`src/rtl/eprog_pkg.sv`:
```
package eprog_pkg;

    typedef enum logic [1:0] {
        TGT_CODE = 2'b00,
        TGT_ENCR = 2'b01,
        TGT_LOCK = 2'b10,
        TGT_RSVD = 2'b11
    } tgt_e;

    typedef enum logic [3:0] {
        ST_IDLE,
        ST_ADDR,
        ST_DATA,
        ST_CTRL,
        ST_VPP_SU,
        ST_PULSE,
        ST_GAP,
        ST_HOLD,
        ST_VOFF,
        ST_VFY,
        ST_DONE
    } st_e;

    function automatic int unsigned max2(input int unsigned a, input int unsigned b);
        return (a > b) ? a : b;
    endfunction

endpackage

```
`src/rtl/eprog_timer.sv`:
```
module eprog_timer #(
    parameter int unsigned W = 8
) (
    input  logic         clk,
    input  logic         rst_n,
    input  logic         load,
    input  logic [W-1:0] load_val,
    output logic         expired
);

    logic [W-1:0] cnt_d, cnt_q;

    always_comb begin
        cnt_d = cnt_q;
        if (load) begin
            cnt_d = load_val;
        end else if (cnt_q != '0) begin
            cnt_d = cnt_q - 1'b1;
        end
    end

    always_ff @(posedge clk or negedge rst_n) begin
        if (!rst_n) begin
            cnt_q <= '0;
        end else begin
            cnt_q <= cnt_d;
        end
    end

    assign expired = (cnt_q == '0);

endmodule

```
`src/rtl/eprog_pulse_cnt.sv`:
```
module eprog_pulse_cnt #(
    parameter int unsigned W = 5
) (
    input  logic         clk,
    input  logic         rst_n,
    input  logic         load,
    input  logic [W-1:0] load_val,
    input  logic         dec,
    output logic         last
);

    logic [W-1:0] cnt_d, cnt_q;

    always_comb begin
        cnt_d = cnt_q;
        if (load) begin
            cnt_d = load_val;
        end else if (dec && (cnt_q != '0)) begin
            cnt_d = cnt_q - 1'b1;
        end
    end

    always_ff @(posedge clk or negedge rst_n) begin
        if (!rst_n) begin
            cnt_q <= '0;
        end else begin
            cnt_q <= cnt_d;
        end
    end

    assign last = (cnt_q == W'(1));

    AST_PULSE_NO_UNDERFLOW: assert property (@(posedge clk) disable iff (!rst_n)
        dec |-> (cnt_q != '0));

endmodule

```
`src/rtl/eprog_verify.sv`:
```
module eprog_verify #(
    parameter int unsigned DW = 8
) (
    input  logic          clk,
    input  logic          rst_n,
    input  logic          clr,
    input  logic          sample,
    input  logic [DW-1:0] rd_data,
    input  logic [DW-1:0] expected,
    output logic          mismatch
);

    logic err_d, err_q;

    always_comb begin
        err_d = err_q;
        if (clr) begin
            err_d = 1'b0;
        end else if (sample) begin
            err_d = (rd_data != expected);
        end
    end

    always_ff @(posedge clk or negedge rst_n) begin
        if (!rst_n) begin
            err_q <= 1'b0;
        end else begin
            err_q <= err_d;
        end
    end

    assign mismatch = err_q;

    AST_ERR_RISES_ON_SAMPLE: assert property (@(posedge clk) disable iff (!rst_n)
        $rose(mismatch) |-> $past(sample));

    AST_ERR_CLEARED_ON_CLR: assert property (@(posedge clk) disable iff (!rst_n)
        clr |=> !mismatch);

endmodule

```
`src/rtl/eprom_prog_seq.sv`:
```
module eprom_prog_seq
    import eprog_pkg::*;
#(
    parameter int unsigned AW          = 15,
    parameter int unsigned DW          = 8,
    parameter int unsigned CLK_PER_US  = 12,
    parameter int unsigned PULSE_US    = 100,
    parameter int unsigned GAP_US      = 10,
    parameter int unsigned VPP_SU_US   = 10,
    parameter int unsigned VPP_HD_US   = 10,
    parameter int unsigned ADDR_SU_CYC = 48,
    parameter int unsigned HOLD_CYC    = 48,
    parameter int unsigned VFY_CYC     = 48,
    parameter int unsigned CODE_PULSES = 5,
    parameter int unsigned CFG_PULSES  = 25
) (
    input  logic          clk,
    input  logic          rst_n,
    input  logic          start,
    input  logic [1:0]    tgt,
    input  logic [AW-1:0] addr,
    input  logic [DW-1:0] wdata,
    input  logic [DW-1:0] rd_data,
    output logic [AW-1:0] pgm_addr,
    output logic [DW-1:0] pgm_wdata,
    output logic          pgm_data_oe,
    output logic [2:0]    pgm_sel,
    output logic          pgm_en,
    output logic          vpp_en,
    output logic          prog_n,
    output logic          vfy_rd_n,
    output logic          busy,
    output logic          done,
    output logic          vfy_err
);

    localparam int unsigned C_SU   = ADDR_SU_CYC;
    localparam int unsigned C_VSU  = VPP_SU_US * CLK_PER_US;
    localparam int unsigned C_PW   = PULSE_US * CLK_PER_US;
    localparam int unsigned C_GAP  = GAP_US * CLK_PER_US;
    localparam int unsigned C_HOLD = max2(VPP_HD_US * CLK_PER_US, HOLD_CYC);
    localparam int unsigned C_VFY  = VFY_CYC;
    localparam int unsigned C_MAX  = max2(max2(C_SU, C_VSU),
                                          max2(max2(C_PW, C_GAP), max2(C_HOLD, C_VFY)));
    localparam int unsigned TW     = $clog2(C_MAX + 1);
    localparam int unsigned PW     = $clog2(max2(CODE_PULSES, CFG_PULSES) + 1);

    typedef struct packed {
        st_e           st;
        logic [AW-1:0] addr;
        logic [DW-1:0] data;
        tgt_e          tgt;
    } ctl_t;

    ctl_t          ctl_d, ctl_q;
    logic          tmr_load;
    logic [TW-1:0] tmr_val;
    logic          tmr_exp;
    logic          pc_load;
    logic [PW-1:0] pc_val;
    logic          pc_dec;
    logic          pc_last;
    logic          vf_clr;
    logic          vf_sample;
    tgt_e          req_tgt;

    assign req_tgt = tgt_e'(tgt);

    eprog_timer #(.W(TW)) u_timer (
        .clk      (clk),
        .rst_n    (rst_n),
        .load     (tmr_load),
        .load_val (tmr_val),
        .expired  (tmr_exp)
    );

    eprog_pulse_cnt #(.W(PW)) u_pulses (
        .clk      (clk),
        .rst_n    (rst_n),
        .load     (pc_load),
        .load_val (pc_val),
        .dec      (pc_dec),
        .last     (pc_last)
    );

    eprog_verify #(.DW(DW)) u_verify (
        .clk      (clk),
        .rst_n    (rst_n),
        .clr      (vf_clr),
        .sample   (vf_sample),
        .rd_data  (rd_data),
        .expected (ctl_q.data),
        .mismatch (vfy_err)
    );

    always_comb begin
        ctl_d     = ctl_q;
        tmr_load  = 1'b0;
        tmr_val   = '0;
        pc_load   = 1'b0;
        pc_val    = '0;
        pc_dec    = 1'b0;
        vf_clr    = 1'b0;
        vf_sample = 1'b0;
        case (ctl_q.st)
            ST_IDLE: begin
                if (start && (req_tgt != TGT_RSVD)) begin
                    ctl_d.st   = ST_ADDR;
                    ctl_d.addr = addr;
                    ctl_d.data = wdata;
                    ctl_d.tgt  = req_tgt;
                    pc_load    = 1'b1;
                    pc_val     = (req_tgt == TGT_CODE) ? PW'(CODE_PULSES) : PW'(CFG_PULSES);
                    vf_clr     = 1'b1;
                end
            end
            ST_ADDR: begin
                ctl_d.st = ST_DATA;
            end
            ST_DATA: begin
                ctl_d.st = ST_CTRL;
                tmr_load = 1'b1;
                tmr_val  = TW'(C_SU - 1);
            end
            ST_CTRL: begin
                if (tmr_exp) begin
                    ctl_d.st = ST_VPP_SU;
                    tmr_load = 1'b1;
                    tmr_val  = TW'(C_VSU - 1);
                end
            end
            ST_VPP_SU: begin
                if (tmr_exp) begin
                    ctl_d.st = ST_PULSE;
                    tmr_load = 1'b1;
                    tmr_val  = TW'(C_PW - 1);
                end
            end
            ST_PULSE: begin
                if (tmr_exp) begin
                    pc_dec   = 1'b1;
                    tmr_load = 1'b1;
                    if (pc_last) begin
                        ctl_d.st = ST_HOLD;
                        tmr_val  = TW'(C_HOLD - 1);
                    end else begin
                        ctl_d.st = ST_GAP;
                        tmr_val  = TW'(C_GAP - 1);
                    end
                end
            end
            ST_GAP: begin
                if (tmr_exp) begin
                    ctl_d.st = ST_PULSE;
                    tmr_load = 1'b1;
                    tmr_val  = TW'(C_PW - 1);
                end
            end
            ST_HOLD: begin
                if (tmr_exp) begin
                    ctl_d.st = ST_VOFF;
                end
            end
            ST_VOFF: begin
                if (ctl_q.tgt == TGT_CODE) begin
                    ctl_d.st = ST_VFY;
                    tmr_load = 1'b1;
                    tmr_val  = TW'(C_VFY - 1);
                end else begin
                    ctl_d.st = ST_DONE;
                end
            end
            ST_VFY: begin
                if (tmr_exp) begin
                    vf_sample = 1'b1;
                    ctl_d.st  = ST_DONE;
                end
            end
            ST_DONE: begin
                ctl_d.st = ST_IDLE;
            end
            default: begin
                ctl_d.st = ST_IDLE;
            end
        endcase
    end

    always_ff @(posedge clk or negedge rst_n) begin
        if (!rst_n) begin
            ctl_q <= '{st: ST_IDLE, addr: '0, data: '0, tgt: TGT_CODE};
        end else begin
            ctl_q <= ctl_d;
        end
    end

    logic prog_window;
    logic hv_window;

    assign prog_window = (ctl_q.st == ST_CTRL)  || (ctl_q.st == ST_VPP_SU) ||
                         (ctl_q.st == ST_PULSE) || (ctl_q.st == ST_GAP)    ||
                         (ctl_q.st == ST_HOLD);
    assign hv_window   = (ctl_q.st == ST_VPP_SU) || (ctl_q.st == ST_PULSE) ||
                         (ctl_q.st == ST_GAP)    || (ctl_q.st == ST_HOLD);

    assign pgm_addr    = ctl_q.addr;
    assign pgm_wdata   = ctl_q.data;
    assign pgm_data_oe = prog_window || (ctl_q.st == ST_DATA);
    assign pgm_en      = prog_window;
    assign vpp_en      = hv_window;
    assign prog_n      = (ctl_q.st != ST_PULSE);
    assign vfy_rd_n    = (ctl_q.st != ST_VFY);
    assign busy        = (ctl_q.st != ST_IDLE);
    assign done        = (ctl_q.st == ST_DONE);

    always_comb begin
        pgm_sel = 3'b000;
        if (prog_window) begin
            case (ctl_q.tgt)
                TGT_CODE: pgm_sel = 3'b001;
                TGT_ENCR: pgm_sel = 3'b010;
                TGT_LOCK: pgm_sel = 3'b100;
                default:  pgm_sel = 3'b000;
            endcase
        end
    end

    AST_PROG_UNDER_VPP: assert property (@(posedge clk) disable iff (!rst_n)
        !prog_n |-> vpp_en);

    AST_VPP_BEFORE_FALL: assert property (@(posedge clk) disable iff (!rst_n)
        $fell(prog_n) |-> $past(vpp_en));

    AST_VFY_AFTER_VPP_OFF: assert property (@(posedge clk) disable iff (!rst_n)
        !vfy_rd_n |-> (!vpp_en && $past(!vpp_en)));

    AST_DONE_SINGLE: assert property (@(posedge clk) disable iff (!rst_n)
        done |=> !done);

    AST_BUSY_START_IGNORED: assert property (@(posedge clk) disable iff (!rst_n)
        (busy && !done && start) |=> $stable(pgm_addr));

    AST_SEL_ONEHOT: assert property (@(posedge clk) disable iff (!rst_n)
        pgm_en |-> $onehot(pgm_sel));

    AST_DATA_HELD_IN_PULSE: assert property (@(posedge clk) disable iff (!rst_n)
        !prog_n |-> (pgm_data_oe && pgm_en));

endmodule

```
`config.mk`:
```
export PLATFORM = sky130hd
export DESIGN_NAME = eprom_prog_seq
export DESIGN_NICKNAME = d
export VERILOG_FILES = /design/src/rtl/eprog_pkg.sv /design/src/rtl/eprog_timer.sv /design/src/rtl/eprog_pulse_cnt.sv /design/src/rtl/eprog_verify.sv /design/src/rtl/eprom_prog_seq.sv
export SDC_FILE = /design/constraint.sdc
export NUM_CORES = 1
export LEC_CHECK = 0
export ABC_AREA = 1
export BUFFER_PORTS_ARGS = -buffer_cell sky130_fd_sc_hd__buf_2
export CELL_PAD_IN_SITES_DETAIL_PLACEMENT = 1
export CELL_PAD_IN_SITES_GLOBAL_PLACEMENT = 2
export CORE_ASPECT_RATIO = 0.9
export CORE_MARGIN = 3
export CORE_UTILIZATION = 27
export CTS_BUF_LIST = sky130_fd_sc_hd__clkbuf_16
export DETAILED_ROUTE_END_ITERATION = 8
export PLACE_DENSITY_LB_ADDON = 0.25
export SLEW_MARGIN = 20
export SYNTH_ARGS = -nofsm -noshare
export SYNTH_HDL_FRONTEND = slang
export SYNTH_SLANG_ARGS = --single-unit
```
`constraint.sdc`:
```
create_clock -name clk -period 1.5 [get_ports clk]
set_input_delay 0.375 -clock clk [delete_from_list [all_inputs] [get_ports clk]]
set_output_delay 0.375 -clock clk [all_outputs]
set_load 0.01 [all_outputs]
```
## Word-level counts from Yosys, hierarchy flattened

Cells that the tools add are included.

- Flip-flop bits (word level): 46
- Output and inout bits: 34
- Word-level logic and storage cells: 88

- $add $sub $neg: 2
- Equal/unequal tests: 23
- Multiplexer cells: 31
- Reduce and logical (&&, ||, !) cells: 25

Operators with widths:

| operator | count |
|---|---|
| $pmux W11 S4 | 1 |
| $pmux W4 S9 | 1 |
| $mux W11 | 3 |
| $mux W29 | 1 |
| $mux W5 | 5 |
| $mux W4 | 5 |
| $eq A4 B3 Y1 const B | 4 |
| $eq A4 B4 Y1 const B | 3 |
| $ne A2 B2 Y1 const B | 6 |
| $logic_not A11 Y1 | 1 |
| $reduce_bool A11 Y1 | 1 |
| $sub A11 B1 Y11 const B | 1 |
| $mux W1 | 9 |
| $pmux W3 S3 | 1 |
| $eq A4 B2 Y1 const B | 2 |
| $logic_or A1 B1 Y1 | 8 |
| $ne A8 B8 Y1 | 1 |
| $mux W7 | 1 |
| $mux W6 | 1 |
| $reduce_and A6 Y1 | 1 |
| $reduce_bool A2 Y1 | 3 |
| $eq A5 B1 Y1 const B | 1 |
| $reduce_bool A5 Y1 | 1 |
| $sub A5 B1 Y5 const B | 1 |
| 16 further kinds | 19 |

## Longest topological paths before layout

- Depth after elaboration: 6
- Mapped depth: 11

## Modules after synthesis

Synthesis repeated with hierarchy kept, for this count alone.

- Cell total of the unflattened synthesis: 404
- Area total of the unflattened synthesis: 2864.0 sq um

By module, submodules not included:

| module | times used | cells an instance | area each (sq um) | sequential area each (sq um) |
|---|---|---|---|---|
| eprom_prog_seq | 1 | 210 | 1586.5 | 725.7 |
| eprog_timer | 1 | 109 | 754.5 | 275.3 |
| eprog_pulse_cnt | 1 | 48 | 335.3 | 125.1 |
| eprog_verify | 1 | 37 | 187.7 | 25.0 |

## Least setup slack after synthesis

No wires, ideal clock.

- Path type: register to register
- Start point: register u_timer.cnt_q[0]
- End point: register ctl_q[26] (netlist bit)
- Library setup time: 0.119 ns
- Data arrival time: 1.453 ns
- Required time: 1.381 ns
- Path slack: -0.072 ns
- Stages on the path, launching flop included: 11
- Path through: dfrtp_1 inv_1 ha_1 nand3_2 nor2_4 nand2_2 buf_6 o21ai_4 nand2_2 nand2_1 o21ai_2

- Word-level cells in the longest chain between the ends: 3
- Elaborated cells on any way between the ends: 7
- Those cells by class: 5 x eq/ne; 2 x reduce/logical

RTL lines:

| what | RTL line | text |
|---|---|---|
| start, declared | eprog_timer.sv:11 | `logic [W-1:0] cnt_d, cnt_q;` |
| start signal, assigned | eprog_timer.sv:26 | `cnt_q <= cnt_d;` |
| $logic_not A11 Y1 * | eprog_timer.sv:30 | `assign expired = (cnt_q == '0);` |
| $ne A2 B2 Y1 (no line) or $ne A2 B1 Y1 (tied branches) | n/a |  |
| $reduce_and A6 Y1 (no line) * | n/a |  |
| end signal, assigned | eprom_prog_seq.sv:190 | `ctl_q <= '{st: ST_IDLE, addr: '0, data: '0, tgt: TGT_CODE};` |
| end signal, assigned | eprom_prog_seq.sv:192 | `ctl_q <= ctl_d;` |
| end, declared | eprom_prog_seq.sv:55 | `ctl_t ctl_d, ctl_q;` |

Mark *: on every way between the ends. The rest lies on a longest branch, timed or not.
A chain may end at the register's enable or synchronous reset.

## Worst setup path after layout

- Start point: register ctl_q[28] (netlist bit)
- End point: output port pgm_sel[1]

- Word-level cells in the longest chain between the ends: 6
- Elaborated cells on any way between the ends: 10
- Those cells by class: 5 x eq/ne; 1 x mux; 4 x reduce/logical

RTL lines:

| what | RTL line | text |
|---|---|---|
| $eq A4 B2 Y1 or $eq A4 B3 Y1 (tied branches) | eprom_prog_seq.sv:199 | `assign prog_window = (ctl_q.st == ST_CTRL) \|\| (ctl_q.st == ST_VPP_SU) \|\|` |
| $logic_or A1 B1 Y1 (2 in series) | eprom_prog_seq.sv:199 |  |
| $logic_or A1 B1 Y1 | eprom_prog_seq.sv:200 | `(ctl_q.st == ST_PULSE) \|\| (ctl_q.st == ST_GAP) \|\|` |
| $logic_or A1 B1 Y1 * | eprom_prog_seq.sv:200 |  |
| $mux W3 * | eprom_prog_seq.sv:217 | `if (prog_window) begin` |
| end, declared | eprom_prog_seq.sv:27 | `output logic [2:0] pgm_sel,` |

Marks and branches as above.

==> flow_metrics.tcl <==
set metrics [dict create \
    remaining_drc_errors 0 \
    crit_path_max_fanout 4 \
    hold_violations 0 \
    hold_path_class "in -> async" \
    vias_per_cell 4.33 \
    ant_nets 0 \
    clk_path_buf_depth 2 \
    synthDistinctLibCells 30 \
    grt_pass1_vias 2636 \
    antenna_found_initial 0 \
    reg2reg_depth 9 \
    required_ns 1.12 \
    endpoint_kind "output pin" \
    final_common_cell "nand2_1" \
    dp_hpwl_mm 5.43 \
    slowest_delay_ns 0.45 \
    dp_cells 534 \
    fmax_mhz 582 \
    cts.sinks 46 \
    clk-insertion-delay-late_ns 0.28 \
    p_total_mw 7.42 \
    cp_cell_sequence "inv_2 -> nand2_2 -> nand2_4 -> inv_4 -> nor3_4 -> buf_2" \
    cp_top_family "flip-flops" \
    pre_cts_ws_ns -0.178 \
    gr-total-overflow 0 \
    drt-initial-drc-count 51 \
    mostFrequentLayoutCells "nand2_1 (105), buf_2 (66), buf_4 (45)" \
    status "complete, but fails checks" \
    synth_seq_cells 46 \
    critPathBufInv 3 \
    cts.hold.buffers_added 0 \
    layout.cells.non_filler 566 \
    gp_congestion 0.805 \
    cts_buffers 5 \
    grt_max_degree 47 \
    finalSetupViolations 16 \
    fin_nets 482 \
    syn_avg_cell_area_sq_um 7.91 \
    portBuffers 69 \
    htree_levels 2 \
    maxCapViolCount 0 \
    layout_min_cycle_time_ns 1.72 \
    r2r-end "u_pulses.cnt_q[4]$_DFFE_PN0P_" \
    num_vias 2448 \
    cts_tree "done" \
    synth_area_sq_mm 0.00266 \
    worst_setup_path_start_kind "flop" \
    syn_to_final_growth_pct 48.0 \
    cp_data_arrival_time_ns 1.34 \
    worst_pin_slew_ns 0.265 \
    antenna_cells 0 \
    max_slew_margin_pct 82.4 \
    violations "negative setup slack" \
    rows 33 \
    irDropWorstVdd_uv 589 \
    path_clk_slew_ns 0.06 \
    fp.coreArea_sq_mm 0.00933 \
    drive_gt1_share_pct 47.7 \
    critPathSlowestCell "dfrtp_2" \
    cts_root_buf "clkbuf_16" \
    io_pins 70 \
    initial_core_util_pct 28.5 \
    wirelength_mm 8.09 \
    ys_seq_area_share_pct 43.3 \
    yosysWarnings 0 \
    synth_nets 375 \
    reg2reg_from "ctl_q[26]$_DFFE_PN0P_" \
    rsz0062_at_grt "true" \
    fin_skew_ns 0.00439 \
    grt_pass1_wl_mm 12.7 \
    fin_crit_sh_pct 115 \
    syn_inst 336 \
    die_w_um 111 \
    p_leak_nw 2.02 \
    die_h_um 100 \
    p_per_area_mw_per_mm2 1890 \
    track_usage_pct 13.9 \
    wl_per_cell_um 14.3 \
    dr.pass1.iters 4 \
    fp.dieArea_sq_mm 0.0111 \
    slew_viol_final 0 \
    reg2reg_slack_ns -0.06 \
    path_class "reg -> out" \
    timing.final.ws_setup_ns -0.218 \
]
## Yosys cell counts
| cell | instances | share of area (%) |
|---|---|---|
| nand2_1 | 116 | 16 |
| dfrtp_1 | 46 | 43 |
| inv_1 | 28 | 4.0 |
| buf_4 | 25 | 7.1 |
| nor2_1 | 22 | 3.1 |
| nand3_1 | 12 | 2.3 |
| xor2_1 | 10 | 3.3 |
| nand2_2 | 9 | 2.1 |
| nor2_2 | 7 | 1.6 |
| o21ai_0 | 7 | 1.3 |
| a21oi_1 | 6 | 1.1 |
| nor2_4 | 5 | 2.1 |
| nor3_1 | 5 | 0.94 |
| o21ai_1 | 5 | 0.94 |
| inv_2 | 4 | 0.56 |
| xnor2_1 | 4 | 1.3 |
| buf_6 | 3 | 1.3 |
| ha_1 | 3 | 1.4 |
| o211ai_1 | 3 | 0.85 |
| buf_2 | 2 | 0.38 |
| nand3_2 | 2 | 0.75 |
| nand3b_1 | 2 | 0.56 |
| nand4_1 | 2 | 0.47 |
| o22ai_1 | 2 | 0.47 |
| nand2_4 | 1 | 0.42 |
| nor4_1 | 1 | 0.24 |
| o21a_1 | 1 | 0.28 |
| o21ai_2 | 1 | 0.33 |
| o21ai_4 | 1 | 0.61 |
| o22ai_2 | 1 | 0.47 |
## area by class of cell
cell class                 count  area [sq um]
fill                        1143          5400
multi-input combinational    229          1390
sequential                    46          1160
timing repair buffer         129           942
tap                          122           153
inverter                      32           130
clock buffer                   5           125
clock inverter                 3          41.3
## where the power goes
part / switching (mW) / internal (mW) / leakage, nW
Clock: 0.484 / 0.781 / 0.0812
Combinational: 2.15 / 1.83 / 1.36
Sequential: 0.409 / 1.77 / 0.570
Total: 3.04 / 4.37 / 2.02
## repair_timing
| item | in CTS | in global routing |
|---|---|---|
| resized for setup | 27 | 56 |
| pin swaps | 5 | 18 |
| cloned | 1 | 2 |
| setup buffers | 6 | 16 |
| setup endpoints to repair | 30 | 56 |
## stage by stage
step / area, sq um / hold slack, ns / setup TNS, ns / utilization (%)
2_1_floorplan: 2660 / 0.0794 / -0.149 / -
3_3_place_gp: 3230 / 0.386 / -0.531 / 34.6
3_5_place_dp: 3230 / 0.387 / -1.84 / 34.6
4_1_cts: 3530 / 0.0804 / -1.70 / 37.8
5_1_grt: 3930 / 0.0902 / -4.66 / 42.1
6_report: 3930 / 0.0636 / -1.71 / 42.1
## sequential cells by signal (all words and copies together) (netlist names)
name,cells
pgm_addr,15
u_timer.cnt_q,11
pgm_wdata,8
ctl_q,6
u_pulses.cnt_q,5
u_verify.mismatch,1
## how the worst max path moves through the flow
stage | from | to | depth (start not counted)
finish | ctl_q[28]$_DFFE_PN0P_ | pgm_sel[1] | 6
global route | ctl_q[28]$_DFFE_PN0P_ | pgm_sel[2] | 6
CTS | ctl_q[25]$_DFFE_PN0P_ | pgm_sel[1] | 7
detailed placement | u_timer.cnt_q[0]$_DFFE_PN0P_ | u_pulses.cnt_q[3]$_DFFE_PN0P_ | 10
global placement | u_timer.cnt_q[0]$_DFFE_PN0P_ | u_pulses.cnt_q[1]$_DFFE_PN0P_ | 9
floorplan | ctl_q[27]$_DFFE_PN0P_ | pgm_sel[0] | 6
## kinds of logic after synthesis
logic type      Yosys count  share of synthesized area (%)
flops                    46                           43.3
fa+ha+maj                 3                           1.41
xor+xnor                 14                           4.61
buf+inv                  62                           13.2
simple gates            184                           31.0
compound gates           27                           6.40
## layer usage
layer | global-route usage [%] | part of all wire (%) | vias to the layer above
met5 | 0 | 0 | -
met4 | 3.50 | 0.70 | 0
met3 | 2.41 | 2.8 | 4
met2 | 24.5 | 49 | 47
met1 | 17.7 | 47 | 1162
li1 | - | - | 1235
(Power assumes the default switching activity.)
